### config.mk
export PLATFORM = sky130hd
export DESIGN_NAME = stuck_alert_mgr
export DESIGN_NICKNAME = d
export VERILOG_FILES = /design/src/rtl/sam_pkg.sv /design/src/rtl/sam_tick.sv /design/src/rtl/sam_stuck_timer.sv /design/src/rtl/sam_alert_group.sv /design/src/rtl/stuck_alert_mgr.sv
export SDC_FILE = /design/constraint.sdc
export NUM_CORES = 1
export LEC_CHECK = 0
export BUFFER_PORTS_ARGS = -buffer_cell sky130_fd_sc_hd__buf_4
export CORE_MARGIN = 2
export CORE_UTILIZATION = 35
export DETAILED_ROUTE_END_ITERATION = 8
export GPL_ROUTABILITY_DRIVEN = 0
export MAX_ROUTING_LAYER = met4
export PLACE_DENSITY = 0.54
export SYNTH_ARGS = -nofsm -noshare
export SYNTH_HDL_FRONTEND = slang
export SYNTH_SLANG_ARGS = --single-unit
### constraint.sdc
create_clock -name clk -period 2.8 [get_ports clk]
set_clock_uncertainty 0.1 [all_clocks]
set_input_delay 0.14 -clock clk [delete_from_list [all_inputs] [get_ports clk]]
set_output_delay 0.14 -clock clk [all_outputs]
set_load 0.1 [all_outputs]
### src/rtl/sam_pkg.sv
package sam_pkg;
  typedef enum logic [1:0] {
    TMO_OFF   = 2'b00,
    TMO_LONG  = 2'b01,
    TMO_MID   = 2'b10,
    TMO_SHORT = 2'b11
  } tmo_sel_e;
endpackage

### src/rtl/sam_tick.sv
module sam_tick #(
  parameter int TICK_DIV = 50000
) (
  input  logic clk,
  input  logic rst_n,
  output logic tick
);
  localparam int CW = (TICK_DIV > 2) ? $clog2(TICK_DIV) : 1;
  localparam logic [CW-1:0] LAST = CW'(TICK_DIV - 1);

  logic [CW-1:0] cnt_q, cnt_d;

  always_comb begin
    tick  = (cnt_q == LAST);
    cnt_d = tick ? '0 : cnt_q + 1'b1;
  end

  always_ff @(posedge clk or negedge rst_n) begin
    if (!rst_n) cnt_q <= '0;
    else        cnt_q <= cnt_d;
  end
endmodule

### src/rtl/sam_stuck_timer.sv
module sam_stuck_timer
  import sam_pkg::*;
#(
  parameter int LIM_LONG  = 60,
  parameter int LIM_MID   = 30,
  parameter int LIM_SHORT = 15
) (
  input  logic     clk,
  input  logic     rst_n,
  input  logic     en,
  input  logic     tick,
  input  tmo_sel_e mode,
  input  logic     any_low,
  input  logic     all_high,
  input  logic     clr,
  input  logic     rel,
  output logic     live,
  output logic     latched,
  output logic     pend
);
  localparam int LMAX = (LIM_LONG > LIM_MID) ? ((LIM_LONG > LIM_SHORT) ? LIM_LONG : LIM_SHORT)
                                              : ((LIM_MID > LIM_SHORT) ? LIM_MID : LIM_SHORT);
  localparam int CW = $clog2(LMAX + 1);

  logic [CW-1:0] cnt_q, cnt_d, lim;
  logic          live_q, live_d, lat_q, lat_d, pend_q, pend_d;
  logic          run, evt;

  always_comb begin
    case (mode)
      TMO_LONG:  lim = CW'(LIM_LONG);
      TMO_MID:   lim = CW'(LIM_MID);
      TMO_SHORT: lim = CW'(LIM_SHORT);
      default:   lim = '0;
    endcase
    run = en && (mode != TMO_OFF);
    if (!run || all_high)                      cnt_d = '0;
    else if (any_low && tick && (cnt_q < lim)) cnt_d = cnt_q + 1'b1;
    else                                       cnt_d = cnt_q;
    live_d = run && !all_high && (cnt_d >= lim);
    evt    = live_d && !live_q;
    if (!en)       lat_d = 1'b0;
    else if (evt)  lat_d = 1'b1;
    else if (clr)  lat_d = 1'b0;
    else           lat_d = lat_q;
    if (!en)                pend_d = 1'b0;
    else if (evt && !lat_q) pend_d = 1'b1;
    else if (clr || rel)    pend_d = 1'b0;
    else                    pend_d = pend_q;
  end

  always_ff @(posedge clk or negedge rst_n) begin
    if (!rst_n) begin
      cnt_q  <= '0;
      live_q <= 1'b0;
      lat_q  <= 1'b0;
      pend_q <= 1'b0;
    end else begin
      cnt_q  <= cnt_d;
      live_q <= live_d;
      lat_q  <= lat_d;
      pend_q <= pend_d;
    end
  end

  assign live    = live_q;
  assign latched = lat_q;
  assign pend    = pend_q;

  assert_release_band_R4: assert property (@(posedge clk) disable iff (!rst_n)
    (all_high) |=> !live_q);
  assert_mode_off_R3: assert property (@(posedge clk) disable iff (!rst_n)
    (mode == TMO_OFF) |=> !live_q);
  assert_latch_hold_R5: assert property (@(posedge clk) disable iff (!rst_n)
    (lat_q && en && !clr) |=> lat_q);
  assert_timeout_latches_R5: assert property (@(posedge clk) disable iff (!rst_n)
    $rose(live_q) |-> lat_q);
  assert_no_rearm_R6: assert property (@(posedge clk) disable iff (!rst_n)
    (lat_q && !pend_q && en) |=> !pend_q);
endmodule

### src/rtl/sam_alert_group.sv
module sam_alert_group #(
  parameter int NCH = 2
) (
  input  logic           clk,
  input  logic           rst_n,
  input  logic           en,
  input  logic [NCH-1:0] ch_alert_n,
  input  logic           conn_fail,
  input  logic           clr,
  input  logic           rel,
  output logic           pend
);
  localparam int NK = NCH + 1;

  logic          conn_q, conn_d;
  logic [NK-1:0] kinds, seen_q, seen_d;
  logic          clr_e, rel_e;

  always_comb begin
    clr_e = en && clr;
    rel_e = en && rel;
    if (!en)            conn_d = 1'b0;
    else if (conn_fail) conn_d = 1'b1;
    else if (clr)       conn_d = 1'b0;
    else                conn_d = conn_q;
    kinds = {conn_q, ~ch_alert_n};
    pend  = |(kinds & ~seen_q);
  end

  for (genvar k = 0; k < NK; k++) begin : g_seen
    always_comb begin
      if (clr_e) seen_d[k] = 1'b0;
      else       seen_d[k] = kinds[k] && (seen_q[k] || rel_e);
    end
  end

  always_ff @(posedge clk or negedge rst_n) begin
    if (!rst_n) begin
      conn_q <= 1'b0;
      seen_q <= '0;
    end else begin
      conn_q <= conn_d;
      seen_q <= seen_d;
    end
  end

  assert_conn_cleared_R10: assert property (@(posedge clk) disable iff (!rst_n)
    (!en) |=> !conn_q);
  assert_conn_set_R7: assert property (@(posedge clk) disable iff (!rst_n)
    (en && conn_fail) |=> conn_q);
endmodule

### src/rtl/stuck_alert_mgr.sv
module stuck_alert_mgr
  import sam_pkg::*;
#(
  parameter int NCH       = 2,
  parameter int TICK_DIV  = 50000,
  parameter int LIM_LONG  = 60,
  parameter int LIM_MID   = 30,
  parameter int LIM_SHORT = 15
) (
  input  logic           clk,
  input  logic           rst_n,
  input  logic           enable,
  input  logic           sda_low,
  input  logic           scl_low,
  input  logic           sda_high,
  input  logic           scl_high,
  input  logic [NCH-1:0] ch_alert_n,
  input  logic           conn_fail,
  input  logic           fault_clr,
  input  logic           ara_ack,
  input  logic           addr_hit,
  input  logic [1:0]     tmo_mode,
  output logic           alert_n,
  output logic           tmo_live,
  output logic           tmo_latched,
  output logic           buf_off
);
  logic tick, any_low, all_high, rel;
  logic stuck_pend, grp_pend;
  logic alert_q, alert_d;

  assign any_low  = sda_low | scl_low;
  assign all_high = sda_high & scl_high;
  assign rel      = ara_ack | addr_hit;

  sam_tick #(.TICK_DIV(TICK_DIV)) u_tick (
    .clk(clk), .rst_n(rst_n), .tick(tick)
  );

  sam_stuck_timer #(
    .LIM_LONG(LIM_LONG), .LIM_MID(LIM_MID), .LIM_SHORT(LIM_SHORT)
  ) u_timer (
    .clk(clk), .rst_n(rst_n), .en(enable), .tick(tick),
    .mode(tmo_sel_e'(tmo_mode)), .any_low(any_low), .all_high(all_high),
    .clr(fault_clr), .rel(rel),
    .live(tmo_live), .latched(tmo_latched), .pend(stuck_pend)
  );

  sam_alert_group #(.NCH(NCH)) u_group (
    .clk(clk), .rst_n(rst_n), .en(enable), .ch_alert_n(ch_alert_n),
    .conn_fail(conn_fail), .clr(fault_clr), .rel(rel), .pend(grp_pend)
  );

  always_comb alert_d = grp_pend | stuck_pend;

  always_ff @(posedge clk or negedge rst_n) begin
    if (!rst_n) alert_q <= 1'b0;
    else        alert_q <= alert_d;
  end

  assign alert_n = ~alert_q;
  assign buf_off = tmo_latched;

  assert_bufoff_follows_R5: assert property (@(posedge clk) disable iff (!rst_n)
    $rose(tmo_live) |-> buf_off);
endmodule

; ---- Word level (Yosys, flattened, before mapping)
; Index checks and enable logic that the tools add are counted.
[word_totals]
regBits = 30
memories = 0
latch_bits = 0
inputBits = 15
rom_bits = 0
mem_bits_rw = 0
[op_classes]
n_eq_ne = 7
order_cmp = 2
n_shift = 0
reduce_logical = 23
bitwise_logic = 8
muxes = 15
div_mod_pow = 0
n_mul = 0
n_addsub = 2
[op_table]
columns = operator, count
row1 = 6-bit one-hot mux with 3 select lines, 1
row2 = "16-bit by 1-bit adder with 16-bit output, second input constant", 1
row3 = "16-bit equality test, second input constant", 1
row4 = 16-bit two-way mux, 1
row5 = 1-bit logical AND, 12
row6 = 6-bit two-way mux, 2
row7 = 1-bit two-way mux, 11
row8 = "3-bit by 1-bit != test with 1-bit output, second input constant", 3
row9 = "6-bit by 1-bit adder with 6-bit output, second input constant", 1
row10 = 6-bit >= comparator, 1
row11 = 6-bit less-than comparator, 1
row12 = 1-bit logical OR, 5
row13 = "2-bit equality test, second input constant", 2
row14 = 1-bit logical NOT, 4
row15 = 3-bit AND, 1
row16 = 3-bit NOT, 1
row17 = 1-bit OR, 3
row18 = 3-bit OR reduction, 1
row19 = "2-bit by 1-bit equality test with 1-bit output, second input constant", 1
row20 = 2-bit NOT, 1
row21 = 2-bit nonzero test, 1
row22 = 1-bit AND, 1
row23 = 1-bit NOT, 1

; ---- Longest topological paths before layout
; Gate-level depths: netlist of run 1.
[logic_depth]
ltp_word = 12
depth_mapped = 16
depth_no_buf = 15

; ---- Hierarchy
; From an unflattened synthesis of run 1, not the netlist that was laid out.
[unflattened]
cells_unflattened = 182
hier_area_um2 = 1841.8
[modules_own_cells]
columns = module, instances, area_per_inst_um2, cells_per_inst, seq_area_each_um2
row1 = sam_stuck_timer, 1, 833.3, 93, 225.2
row2 = sam_tick, 1, 762.0, 67, 400.4
row3 = sam_alert_group, 1, 185.2, 15, 100.1
row4 = stuck_alert_mgr, 1, 61.3, 7, 25.0

; ---- Worst setup path after synthesis of run 1
; OpenSTA, ideal clock, no wires.
[synth_timing]
path_type = input-to-reg
start = input tmo_mode[0]
end = register u_timer.pend_q, in the netlist u_timer.pend
path_stages = 14
n_path_buf = 1
setup_ns = 0.163
required_ns = 2.537
slack_ns = -0.083
arrival_ns = 2.621
path_cell_list = inv_1 ha_1 o21bai_1 ha_1 a21oi_1 o311ai_4 buf_6 or3_1 a21oi_1 ha_1 a21o_1 a21oi_1 o21a_1 o41ai_1
[synth_between]
elab_chain_cells = 12
word_cells_on_any_way = 20
classes_between = 2 x order compare / 4 x eq/ne / 5 x mux / 9 x reduce/logical
[synth_lines]
columns = element, line_no
row1 = "start, declared", stuck_alert_mgr.sv:22  ; input logic [1:0] tmo_mode,
row2 = 2-bit equality test or 2-bit by 1-bit equality test with 1-bit output (tied branches), sam_stuck_timer.sv:30  ; case (mode)
row3 = 6-bit one-hot mux with 3 select lines, sam_stuck_timer.sv:30
row4 = 6-bit less-than comparator, sam_stuck_timer.sv:38  ; else if (any_low && tick && (cnt_q < lim)) cnt_d = cnt_q + 1'b1;
row5 = 1-bit logical AND, sam_stuck_timer.sv:38
row6 = 6-bit two-way mux, sam_stuck_timer.sv:38
row7 = 6-bit two-way mux (*), sam_stuck_timer.sv:37  ; if (!run || all_high) cnt_d = '0;
row8 = named net u_timer.cnt_d[4], sam_stuck_timer.sv:25  ; logic [CW-1:0] cnt_q, cnt_d, lim;
row9 = 6-bit >= comparator (*), sam_stuck_timer.sv:40  ; live_d = run && !all_high && (cnt_d >= lim);
row10 = 1-bit logical AND (*), sam_stuck_timer.sv:40
row11 = 1-bit logical AND (*), sam_stuck_timer.sv:41  ; evt = live_d && !live_q;
row12 = 1-bit logical AND (*), sam_stuck_timer.sv:47  ; else if (evt && !lat_q) pend_d = 1'b1;
row13 = 1-bit two-way mux, sam_stuck_timer.sv:47
row14 = 1-bit two-way mux, sam_stuck_timer.sv:46  ; if (!en) pend_d = 1'b0;
row15 = "end signal, assigned", sam_stuck_timer.sv:62  ; pend_q <= pend_d;
row16 = "end, declared", sam_stuck_timer.sv:26  ; logic live_q, live_d, lat_q, lat_d, pend_q, pend_d;
; The timed path passes the listed nets; every way through them passes the cells marked *.
; A chain may end at the register's enable or synchronous reset.

; ---- Final worst setup path of run 1
[layout_timing]
start = register u_timer.cnt_q[5]
end = register u_timer.pend_q, in the netlist u_timer.pend
[layout_between]
elab_chain_cells = 10
word_cells_on_any_way = 12
classes_between = 1 x add/sub / 2 x order compare / 1 x eq/ne / 4 x mux / 4 x reduce/logical
[layout_lines]
columns = element, line_no
row1 = "start, declared", sam_stuck_timer.sv:25
row2 = "start signal, assigned", sam_stuck_timer.sv:59  ; cnt_q <= cnt_d;
row3 = 6-bit less-than comparator, sam_stuck_timer.sv:38
row4 = 1-bit logical AND, sam_stuck_timer.sv:38
row5 = 6-bit two-way mux (*), sam_stuck_timer.sv:38
row6 = 6-bit two-way mux (*), sam_stuck_timer.sv:37
row7 = named net u_timer.cnt_d[5], sam_stuck_timer.sv:25
row8 = 6-bit >= comparator (*), sam_stuck_timer.sv:40
row9 = 1-bit logical AND (*), sam_stuck_timer.sv:40
row10 = 1-bit logical AND (*), sam_stuck_timer.sv:41
row11 = 1-bit logical AND (*), sam_stuck_timer.sv:47
row12 = 1-bit two-way mux, sam_stuck_timer.sv:47
row13 = 1-bit two-way mux, sam_stuck_timer.sv:46
; Marked as above.

==> results of run 1 <==
timing repair:
item | CTS | global route
resized for setup | 4 | 22
hold buffers | 6 | 0
cloned | 1 | 0
setup buffers | 0 | 2
setup endpoints to repair | 3 | 3
pin swaps | 2 | 17
hold endpoints to repair | 33 | 0
flip-flops by register name, indices dropped and copies added (netlist names):
name,flops
u_timer.live,1
u_group.conn_q,1
u_timer.latched,1
u_timer.pend,1
u_timer.cnt_q,6
alert_q,1
u_tick.cnt_q,16
u_group.seen_q,3
per-layer routing:
metal,GRT usage (%),part of all wire (%),vias to the layer above
met2,31.3,56,19
li1,-,-,698
met5,-,0,-
met1,17.6,40,709
met4,5.95,1.6,0
met3,3.66,2.4,7
worst register-to-register path, cell delays in order (launching register included):
cell and delay, ns:
dfrtp_1 0.43, ha_4 0.26, a21oi_2 0.15, o311a_4 0.24, o311ai_4 0.12, buf_4 0.17
o31a_1 0.23, o21a_1 0.22, ha_4 0.29, nand3_1 0.06, o21a_1 0.22, o41ai_2 0.22
cells by family (layout without fill, tap and decap cells):
family,count (synthesis),count (layout),synth area share [%]
AO/OA/AOI/OAI,29,30,12.4
adder cells (fa/ha/maj),17,17,12.3
flip-flops,30,30,43.4
buffers and inverters,14,65,4.12
AND/OR/NAND/NOR,63,63,20.2
XOR/XNOR,15,15,7.59
final timing paths:
| check | end | slack [ns] |
|---|---|---|
| max in group asynchronous | u_timer.cnt_q[3] | 2.09 |
| worst max-delay path | u_timer.pend | 0.001 |
| worst min register to register | u_tick.cnt_q[2] | 0.41 |
| worst max register to register | u_timer.pend | 0.001 |
| worst min-delay path | u_group.conn_q | 0.02 |
| min in group asynchronous | u_tick.cnt_q[12] | 0.22 |
power breakdown:
part / internal [W] / switching [W] / leakage [nW] / total [W]
combinational: 0.0000527 / 0.0000672 / 0.673 / 0.000120
clock: 0.000197 / 0.000176 / 0.0472 / 0.000373
sequential: 0.000438 / 0.00000260 / 0.398 / 0.000441
final cells by class:
cell class                 count  area, um2
clock buffer                   6       82.6
clock inverter                 2       12.5
fill                         434       2320
inverter                      11       41.3
multi-input combinational    125       1100
sequential                    30        751
tap                           67       83.8
timing repair buffer          46        360
layout by cell type, fill, tap and decap left out, drive strengths merged, types with 2 or more instances in the layout:
cell type / Yosys / final
a211oi: 2 / 2
a21o: 2 / 2
a21oi: 9 / 9
and3: 2 / 2
and4: 3 / 3
buf: 3 / 40
clkbuf: 0 / 6
dfrtp: 30 / 30
dlygate4sd3: 0 / 6
ha: 17 / 17
inv: 11 / 11
nand2: 9 / 9
nand2b: 3 / 3
nand3: 10 / 10
nand4: 3 / 3
nor2: 16 / 16
nor2b: 4 / 4
nor4: 3 / 3
o21a: 3 / 3
o21ai: 4 / 4
o311ai: 1 / 2
or3: 3 / 3
xnor2: 9 / 9
xor2: 6 / 6
stage by stage:
step           hold WS (ns)  TNS (ns)  setup slack, ns  cell area, um2  std cells
2_1_floorplan        -0.256         0          0.00562            1740        168
3_3_place_gp        -0.0151    -0.471           -0.164            2080        270
3_5_place_dp       -0.00776    -0.702           -0.243            2080        270
4_1_cts             0.00946         0          0.00602            2280        285
5_1_grt              0.0256    -0.219          -0.0868            2430        287
6_report             0.0160         0          0.00109            2430        287
==> summary.md, run 1 <==
| Metric | Value |
|---|---|
| Initial core utilization | `36.4%` |
| Wirelength per Cell | `14.3 um` |
| Arrival time at the worst endpoint | `2.88 ns` |
| Outcome | `completed` |
| Number of flops mapped to enable cells by yosys | `0` |
| Initial DRC Count | `67` |
| Initial antenna violation count | `0` |
| Total power | `0.000934 W` |
| Pins Over Slew Limit | `0` |
| Final hold violations | `0` |
| CTS Buf Count | `5` |
| Worst Hold Path Cells | `2` |
| N_diodes | `0` |
| Synth area leaders | `dfrtp_1 (43%), ha_1 (12%), xnor2_1 (4.6%)` |
| Hpwl dp | `2830 um` |
| Critical path's top delay family | `compound AO/OA/AOI/OAI gates` |
| HP Class | `input pin to flop` |
| Die footprint | `0.00553 mm2` |
| PortBufs | `18` |
| R2r worst-path depth | `11` |
| IO Pins | `19` |
| Max clock buf depth | `2` |
| Max Freq | `357 MHz` |
| Most frequent cell after synthesis | `dfrtp_1` |
| RSZ-0062 raised after global routing | `true` |
| Mean Syn Cell Area | `10.3 um2` |
| Final ANT Viol Nets | `0` |
| #FFs+latches synth | `30` |
| Maximum vdd drop | `168 uV` |
| All-layer global routing usage | `16.9%` |
| DR DRC count | `0` |
| CP Class | `flop to flop` |
| Die extent in y | `74.3 um` |
| Pin count of the biggest net entering global routing | `31` |
| # H-tree levels | `2` |
| Vias in the first global route | `1471` |
| Via count | `1433` |
| WP buf/inv | `1` |
| Synth top area share | `43.4%` |
| Core Region | `0.00475 mm2` |
| MaxCap Viol Count | `0` |
| Sink Count | `30` |
| Post-synthesis cell count | `168` |
| Crit-path slowest cell | `dfrtp_1` |
| Synthesis Warnings | `0` |
| CTS tree | `built` |
| Share of layout cells above drive strength 1 | `35.9%` |
| Relative slew slack | `74.0%` |
| Critical path depth | `11` |
| Crit. Startpoint | `u_timer.cnt_q[5]` |
| Total grt overflow | `0` |
| CP Launch Type | `flop` |
| Reg2reg start | `u_timer.cnt_q[5]` |
| Clk_lat worst skew | `0.29 ns` |
| Async SR Flop Fraction | `100%` |
| First-pass GRT wire length | `6750 um` |
| Fin util | `51.2%` |
| NumNets Final | `251` |
| Worst-path cell chain | `ha_4, a21oi_2, o311a_4, o311ai_4, buf_4, o31a_1, o21a_1, ha_4, nand3_1, o21a_1, o41ai_2` |
| CP max stage delay | `0.43 ns` |
| Netlist cell types | `41` |
| Yosys top cell by area | `dfrtp_1` |
| Die Span X | `74.3 um` |
| Post-layout minimum cycle time | `2.80 ns` |
| Clock Pin Slew Worst Setup and Hold Paths | `0.07 ns` |
| Router iterations before antenna repair | `4` |
| Row count | `25` |
| LEAKAGE | `1.12 nW` |
| P&R area growth vs syn | `40.5%` |
| Crit-path max FO | `5` |
| Setup Viol. Count Final | `0` |
| Pwr/cell area | `384 mW/mm2` |
| Via density | `4.99` |
| Hold_sp | `enable` |
| Register area share after synthesis | `43.4%` |
| Worst-Margin Slew | `0.390 ns` |
| Critical Path Sink Type | `flop` |
| Final period util | `100%` |
| Critical Path RT | `2.88 ns` |
| Post-synth top flop | `dfrtp_1` |
| CTS Root Cell | `clkbuf_8` |
| Drt total wl | `4100 um` |
| Syn Nets | `200` |
| Post-synth top cells | `dfrtp_1 (30), ha_1 (17), nor2_1 (16)` |
| Cell area after synthesis | `0.00173 mm2` |
(Power assumes the default switching activity.)
==> inputs of run 2 (changes only) <==
HOLD_SLACK_MARGIN = 0.15   (was unset)
PLACE_DENSITY = 0.6   (was 0.54)
clock period = 3.03 ns   (was 2.8 ns; I/O delays follow)
==> summary.md, run 2 (synthesis results as in run 1) <==
| Metric | Value |
|---|---|
| Final hold violations | `0 (unchanged)` |
| Via count | `1336 (was 1433)` |
| P&R area growth vs syn | `28.3% (was 40.5%)` |
| Biggest register | `u_tick.cnt_q (unchanged)` |
| DP Cell Count | `260 (was 270)` |
| Critical Path Sink Type | `flop (unchanged)` |
| N_diodes | `0 (unchanged)` |
| Largest regs | `u_tick.cnt_q x16, u_timer.cnt_q x6, u_group.seen_q x3 (unchanged)` |
| R2r endpoint | `u_timer.latched (was u_timer.pend)` |
| Total grt overflow | `0 (unchanged)` |
| MaxCap Viol Count | `0 (unchanged)` |
| Die extent in y | `74.3 um (unchanged)` |
| # H-tree levels | `2 (unchanged)` |
| Cell Int Power | `0.000633 W (was 0.000688 W)` |
| Clock power frac | `39.3% (was 40.0%)` |
| Placed cell areas | `0.00200 mm2 (was 0.00208 mm2)` |
| Wirelength per Cell | `12.6 um (was 14.3 um)` |
| Initial DRC Count | `74 (was 67)` |
| PortBufs | `18 (unchanged)` |
| CP Capture Point | `u_timer.latched (was u_timer.pend)` |
| Final ANT Viol Nets | `0 (unchanged)` |
| Sink Count | `30 (unchanged)` |
| Switching Share | `23.8% (was 26.3%)` |
| Drt total wl | `3540 um (was 4100 um)` |
| Pins Over Slew Limit | `0 (unchanged)` |
| Worst-Margin Slew | `0.380 ns (was 0.390 ns)` |
| Pwr/cell area | `374 mW/mm2 (was 384 mW/mm2)` |
| Psw | `0.000198 W (was 0.000246 W)` |
| DR DRC count | `0 (unchanged)` |
| Hpwl dp | `2520 um (was 2830 um)` |
| Logic pwr share | `11.7% (was 12.8%)` |
| CP Class | `flop to flop (unchanged)` |
| CTS Root Cell | `clkbuf_8 (unchanged)` |
| CTS tree | `built (unchanged)` |
| Initial antenna violation count | `0 (unchanged)` |
| Final Cell Area | `0.00222 mm2 (was 0.00243 mm2)` |
| R2R Setup Slk | `0.15 ns (was 0.001 ns)` |
| Most frequent cells in the layout | `dfrtp_1 (30), buf_4 (28), ha_1 (17) (was buf_4 (40), dfrtp_1 (30), nor2_1 (15))` |
| Crit. Startpoint | `u_timer.cnt_q[5] (unchanged)` |
| R2r worst-path depth | `11 (unchanged)` |
| LEAKAGE | `1.05 nW (was 1.12 nW)` |
| Router iterations before antenna repair | `4 (unchanged)` |
| Maximum vdd drop | `258 uV (was 168 uV)` |
| Pin count of the biggest net entering global routing | `31 (unchanged)` |
| Setup TNS | `0 ns (unchanged)` |
| Arrival time at the worst endpoint | `2.94 ns (was 2.88 ns)` |
| First-pass GRT wire length | `6070 um (was 6750 um)` |
| All-layer global routing usage | `15.0% (was 16.9%)` |
| Setup Viol. Count Final | `0 (unchanged)` |
| Die footprint | `0.00553 mm2 (unchanged)` |
| Initial core utilization | `36.4% (unchanged)` |
| Share of layout cells above drive strength 1 | `21.1% (was 35.9%)` |
| NumNets Final | `244 (was 251)` |
| Die Span X | `74.3 um (unchanged)` |
| Clk_lat worst skew | `0.28 ns (was 0.29 ns)` |
| Reg2reg start | `u_timer.cnt_q[5] (unchanged)` |
| Max Freq | `348 MHz (was 357 MHz)` |
| IO Pins | `19 (unchanged)` |
| Critical Path RT | `3.09 ns (was 2.88 ns)` |
| Core Region | `0.00475 mm2 (unchanged)` |
| CP Launch Type | `flop (unchanged)` |
| Sequential share of power | `49.0% (was 47.2%)` |
| CTS Buf Count | `5 (unchanged)` |
| Row count | `25 (unchanged)` |
| Vias in the first global route | `1368 (was 1471)` |
| Post-layout minimum cycle time | `2.88 ns (was 2.80 ns)` |
| Fin util | `46.7% (was 51.2%)` |
| Crit-path max FO | `5 (unchanged)` |
| Total power | `0.000831 W (was 0.000934 W)` |
| Max clock buf depth | `2 (unchanged)` |
| Outcome | `completed (unchanged)` |
| HP Class | `input pin to flop (unchanged)` |
| Clock Pin Slew Worst Setup and Hold Paths | `0.06 ns (was 0.07 ns)` |
| Via density | `4.77 (was 4.99)` |
| Commonest non-fill, non-tap cell in the layout | `dfrtp_1 (was buf_4)` |
| Final period util | `94.9% (was 100%)` |
| Max reg flops | `16 (unchanged)` |
| Relative slew slack | `74.7% (was 74.0%)` |
| Layout Cells excl Fill | `280 (was 287)` |
-- run 2: per-layer routing --
metal / up-vias / part of all wire, % / GRT usage (%) / wire, um
met3: 9 / 2.7 / 3.66 / 96
met4: 0 / 2.2 / 7.54 / 78
met1: 632 / 49 / 19.6 / 1750
li1: 676 / - / - / -
met2: 19 / 46 / 21.7 / 1610
met5: - / 0 / - / 0
-- run 2: power by group through the flow --
| stage | sequential, W | combinational [W] | clock [W] |
|---|---|---|---|
| after floorplan | 0.000415 | 0.0000409 | 0 |
| after global placement | 0.000415 | 0.0000850 | 0 |
| after global routing | 0.000408 | 0.000108 | 0.000356 |
| after CTS | 0.000407 | 0.0000976 | 0.000335 |
| after detailed placement | 0.000415 | 0.0000858 | 0 |
| final | 0.000408 | 0.0000971 | 0.000327 |
-- run 2: timing repair --
| action | CTS | global route |
|---|---|---|
| endpoints found under the setup margin | 0 | 3 |
| setup buffers | 0 | 0 |
| resized for setup | 0 | 4 |
| hold buffers | 12 | 0 |
| endpoints found under the hold margin | 36 | 0 |
-- run 2: cell type report --
type                    count  area (um2)
flip-flops and latches     30         751
fillers                   472        2530
clock buffers               7        86.3
clock inverters             1        5.00
multi-input cells         124         923
well taps                  67        83.8
inverters                  11        41.3
repair buffers             40         330
-- run 2: worst min path at each step --
stage	from	to	slack, ns	depth (start not counted)
6_report	enable	u_timer.latched	0.21	4
5_1_grt	enable	u_timer.latched	0.22	4
3_3_place_gp	rst_n	u_tick.cnt_q[6]	0.005	1
3_5_place_dp	rst_n	u_tick.cnt_q[7]	0.009	1
2_1_floorplan	rst_n	alert_q	-0.24	0
4_1_cts	enable	u_timer.latched	0.20	4
-- run 2: metrics by stage --
stage / setup slack (ns) / hold WS (ns)
finish: 0.154 / 0.211
global route: -0.000715 / 0.223
CTS: 0.114 / 0.204
detailed placement: -0.0307 / 0.00894
global placement: 0.00660 / 0.00529
floorplan: 0.135 / -0.244
-- run 2: worst max-delay path, cell delays in order (launching register included) --
cell and delay [ns]:
dfrtp_1 0.41, ha_1 0.32, a21oi_1 0.14, o311a_1 0.22, o311ai_4 0.13, or3_1 0.36, a21oi_1 0.20, ha_1 0.27
a21o_1 0.18, a21oi_1 0.16, o21a_1 0.20, o31ai_1 0.08
==> inputs of run 3 (changes only) <==
ABC_AREA = 1   (was unset)
SLEW_MARGIN = 20   (was unset)
==> summary.md, run 3 <==
| Metric | Value |
|---|---|
| Layout Cells excl Fill | `368 (was 280)` |
| Largest family of logic cells by synthesized area | `simple AND/OR/NAND/NOR gates (unchanged)` |
| PortBufs | `18 (unchanged)` |
| Initial antenna violation count | `0 (unchanged)` |
| CTS Buf Count | `5 (unchanged)` |
| Post-Synth Simple-Gate Area | `30.7% (was 20.2%)` |
| Number of flops mapped to enable cells by yosys | `0 (unchanged)` |
| Hpwl dp | `2940 um (was 2520 um)` |
| Setup TNS | `0 ns (unchanged)` |
| Relative slew slack | `73.3% (was 74.7%)` |
| Mux share of post-synthesis cell area | `0% (unchanged)` |
| RSZ-0062 raised after global routing | `false` |
| CTS tree | `built (unchanged)` |
| Max reg flops | `16 (unchanged)` |
| Pin count of the biggest net entering global routing | `31 (unchanged)` |
| Most frequent cell after synthesis | `nand2_1 (was dfrtp_1)` |
| Via density | `4.52 (was 4.77)` |
| Crit-path max FO | `4 (was 5)` |
| Netlist cell types | `30 (was 41)` |
| Pwr/cell area | `344 mW/mm2 (was 374 mW/mm2)` |
| All-layer global routing usage | `14.3% (was 15.0%)` |
| Via count | `1664 (was 1336)` |
| Final ANT Viol Nets | `0 (unchanged)` |
| Wirelength per Cell | `10.7 um (was 12.6 um)` |
| R2r worst-path depth | `16 (was 11)` |
| Setup Viol. Count Final | `0 (unchanged)` |
| Worst-Margin Slew | `0.401 ns (was 0.380 ns)` |
| Maximum vdd drop | `162 uV (was 258 uV)` |
| Post-synth top cells | `nand2_1 (54), nor2_1 (48), inv_1 (41) (was dfrtp_1 (30), ha_1 (17), nor2_1 (16))` |
| Post-Synth XOR/XNOR Area | `4.48% (was 7.59%)` |
| IO Pins | `19 (unchanged)` |
| Vias in the first global route | `1609 (was 1368)` |
| Core Region | `0.00544 mm2 (was 0.00475 mm2)` |
| CP Launch Type | `flop (unchanged)` |
| CTS Root Cell | `clkbuf_8 (unchanged)` |
| Critical Path RT | `3.15 ns (was 3.09 ns)` |
| Final period util | `88.6% (was 94.9%)` |
| Post-layout minimum cycle time | `2.68 ns (was 2.88 ns)` |
| Post-cts resize count | `0 (unchanged)` |
| Yosys top cell by area | `dfrtp_1 (unchanged)` |
| Final hold violations | `0 (unchanged)` |
| Clock Pin Slew Worst Setup and Hold Paths | `0.07 ns (was 0.06 ns)` |
| NumNets Final | `329 (was 244)` |
| DP Cell Count | `349 (was 260)` |
| DR DRC count | `0 (unchanged)` |
| Post-synthesis cell count | `261 (was 168)` |
| Max Freq | `372 MHz (was 348 MHz)` |
| Total grt overflow | `0 (unchanged)` |
| Die extent in y | `78.7 um (was 74.3 um)` |
| Sink Count | `30 (unchanged)` |
| LEAKAGE | `1.25 nW (was 1.05 nW)` |
| Final Cell Area | `0.00238 mm2 (was 0.00222 mm2)` |
| Arrival time at the worst endpoint | `2.80 ns (was 2.94 ns)` |
| Share of layout cells above drive strength 1 | `12.5% (was 21.1%)` |
| HP Class | `input pin to flop (unchanged)` |
| #FFs+latches synth | `30 (unchanged)` |
| Drt total wl | `3960 um (was 3540 um)` |
| Synth Area in Adders | `10.9% (was 12.3%)` |
| Async SR Flop Fraction | `100% (unchanged)` |
| Commonest non-fill, non-tap cell in the layout | `nand2_1 (was dfrtp_1)` |
| Worst Hold Path Cells | `4 (unchanged)` |
| Initial core utilization | `35.9% (was 36.4%)` |
| CP Class | `flop to flop (unchanged)` |
| Synth area leaders | `dfrtp_1 (38%), ha_1 (11%), nand2_1 (10%) (was dfrtp_1 (43%), ha_1 (12%), xnor2_1 (4.6%))` |
| P&R area growth vs syn | `21.8% (was 28.3%)` |
| First-pass GRT wire length | `6830 um (was 6070 um)` |
| Router iterations before antenna repair | `4 (unchanged)` |
| Outcome | `completed (unchanged)` |
| Biggest register | `u_tick.cnt_q (unchanged)` |
| Largest regs | `u_tick.cnt_q x16, u_timer.cnt_q x6, u_group.seen_q x3 (unchanged)` |
| Initial DRC Count | `65 (was 74)` |
| Critical Path Sink Type | `flop (unchanged)` |
| Placed cell areas | `0.00217 mm2 (was 0.00200 mm2)` |
| N_diodes | `0 (unchanged)` |
| Post-synth top flop | `dfrtp_1 (unchanged)` |
| Syn Nets | `293 (was 200)` |
| Clk_lat worst skew | `0.27 ns (was 0.28 ns)` |
| Row count | `27 (was 25)` |
| MaxCap Viol Count | `0 (unchanged)` |
| Mean Syn Cell Area | `7.48 um2 (was 10.3 um2)` |
| Cell area after synthesis | `0.00195 mm2 (was 0.00173 mm2)` |
| Synth top area share | `38.4% (was 43.4%)` |
| Layout filler cell count | `544 (was 472)` |
| Die footprint | `0.00619 mm2 (was 0.00553 mm2)` |
| Synth Area in Compound Gates | `6.15% (was 12.4%)` |
| Max clock buf depth | `2 (unchanged)` |
| # H-tree levels | `2 (unchanged)` |
| Synthesis Warnings | `0 (unchanged)` |
| Pins Over Slew Limit | `0 (unchanged)` |
| Register area share after synthesis | `38.4% (was 43.4%)` |
| Most frequent cells in the layout | `nand2_1 (54), nor2_1 (48), inv_1 (41) (was dfrtp_1 (30), buf_4 (28), ha_1 (17))` |
| Die Span X | `78.7 um (was 74.3 um)` |
| Total power | `0.000818 W (was 0.000831 W)` |
run 3: changes by cell type after synthesis, moves of 3 or more:
cell / change
a21oi_1: -4
inv_1: +30
inv_2: +3
nand2_1: +45
nand2b_1: -3
nand3_1: +6
nand3_2: +3
nor2_1: +32
nor2_2: +3
nor2b_1: -4
nor3_1: +3
o21ai_1: +4
or3_1: -3
xnor2_1: -6
run 3: through the flow:
step	utilization (%)	hold WS [ns]	setup slack, ns
6_report	43.7	0.235	0.345
5_1_grt	43.7	0.259	0.115
4_1_cts	43.7	0.222	0.342
3_5_place_dp	39.8	0.0193	0.143
3_3_place_gp	39.8	0.0181	0.174
2_1_floorplan	-	-0.244	0.590
run 3: path summary, 6_finish.rpt:
path,start,to,slack (ns)
hold reg to reg,u_tick.cnt_q[0],u_tick.cnt_q[0],0.38
setup / recovery,u_timer.cnt_q[4],u_timer.pend,0.35
setup reg to reg,u_timer.cnt_q[4],u_timer.pend,0.35
max in group asynchronous,rst_n,u_tick.cnt_q[15],2.29
min in group asynchronous,rst_n,alert_q,0.25
hold / removal,scl_high,u_timer.cnt_q[5],0.24
run 3: layer usage:
| layer | routed length (um) | GRT usage, % | vias up |
|---|---|---|---|
| li1 | - | - | 885 |
| met1 | 1870 | 16.6 | 758 |
| met2 | 1930 | 24.4 | 19 |
| met3 | 109 | 3.41 | 2 |
| met4 | 38 | 4.91 | 0 |
| met5 | 0 | - | - |
run 3: cells by family (layout without fill, tap and decap cells):
kind of cell / Yosys count / in the layout
simple gates: 136 / 136
buf+inv: 47 / 82
flops: 30 / 30
xor+xnor: 10 / 10
fa+ha+maj: 17 / 17
compound gates: 21 / 21
run 3: where the power goes:
| part | switching [W] | leakage (nW) | internal, W |
|---|---|---|---|
| registers | 0.00000213 | 0.398 | 0.000405 |
| logic | 0.0000531 | 0.807 | 0.0000384 |
| clock network | 0.000144 | 0.0431 | 0.000175 |
run 3: layout make-up:
cell class / instances / area [um2] / area share (%)
timing repair buffer: 31 / 265 / 11.2
tap: 72 / 90.1 / 3.79
clock buffer: 6 / 82.6 / 3.47
sequential: 30 / 751 / 31.6
multi-input combinational: 184 / 1020 / 42.9
inverter: 45 / 169 / 7.10
run 3: repair_timing:
item                                   in CTS  in global routing
endpoints found under the hold margin      37                  0
buffers inserted                            0                  0
hold buffers                               13                  0
setup endpoints to repair                   0                  0
run 3: critical path: stages (launching register included):
cell,delay (ns)
dfrtp_1,0.44
ha_1,0.31
nand2_1,0.11
nor2_1,0.07
a21oi_1,0.17
inv_1,0.07
nor2_2,0.18
nand3_1,0.10
nand2_1,0.08
nor2_1,0.05
ha_1,0.30
nand2_1,0.07
nor2_1,0.09
o21ai_0,0.08
a21oi_1,0.24
nand3_1,0.11
nand2_1,0.07
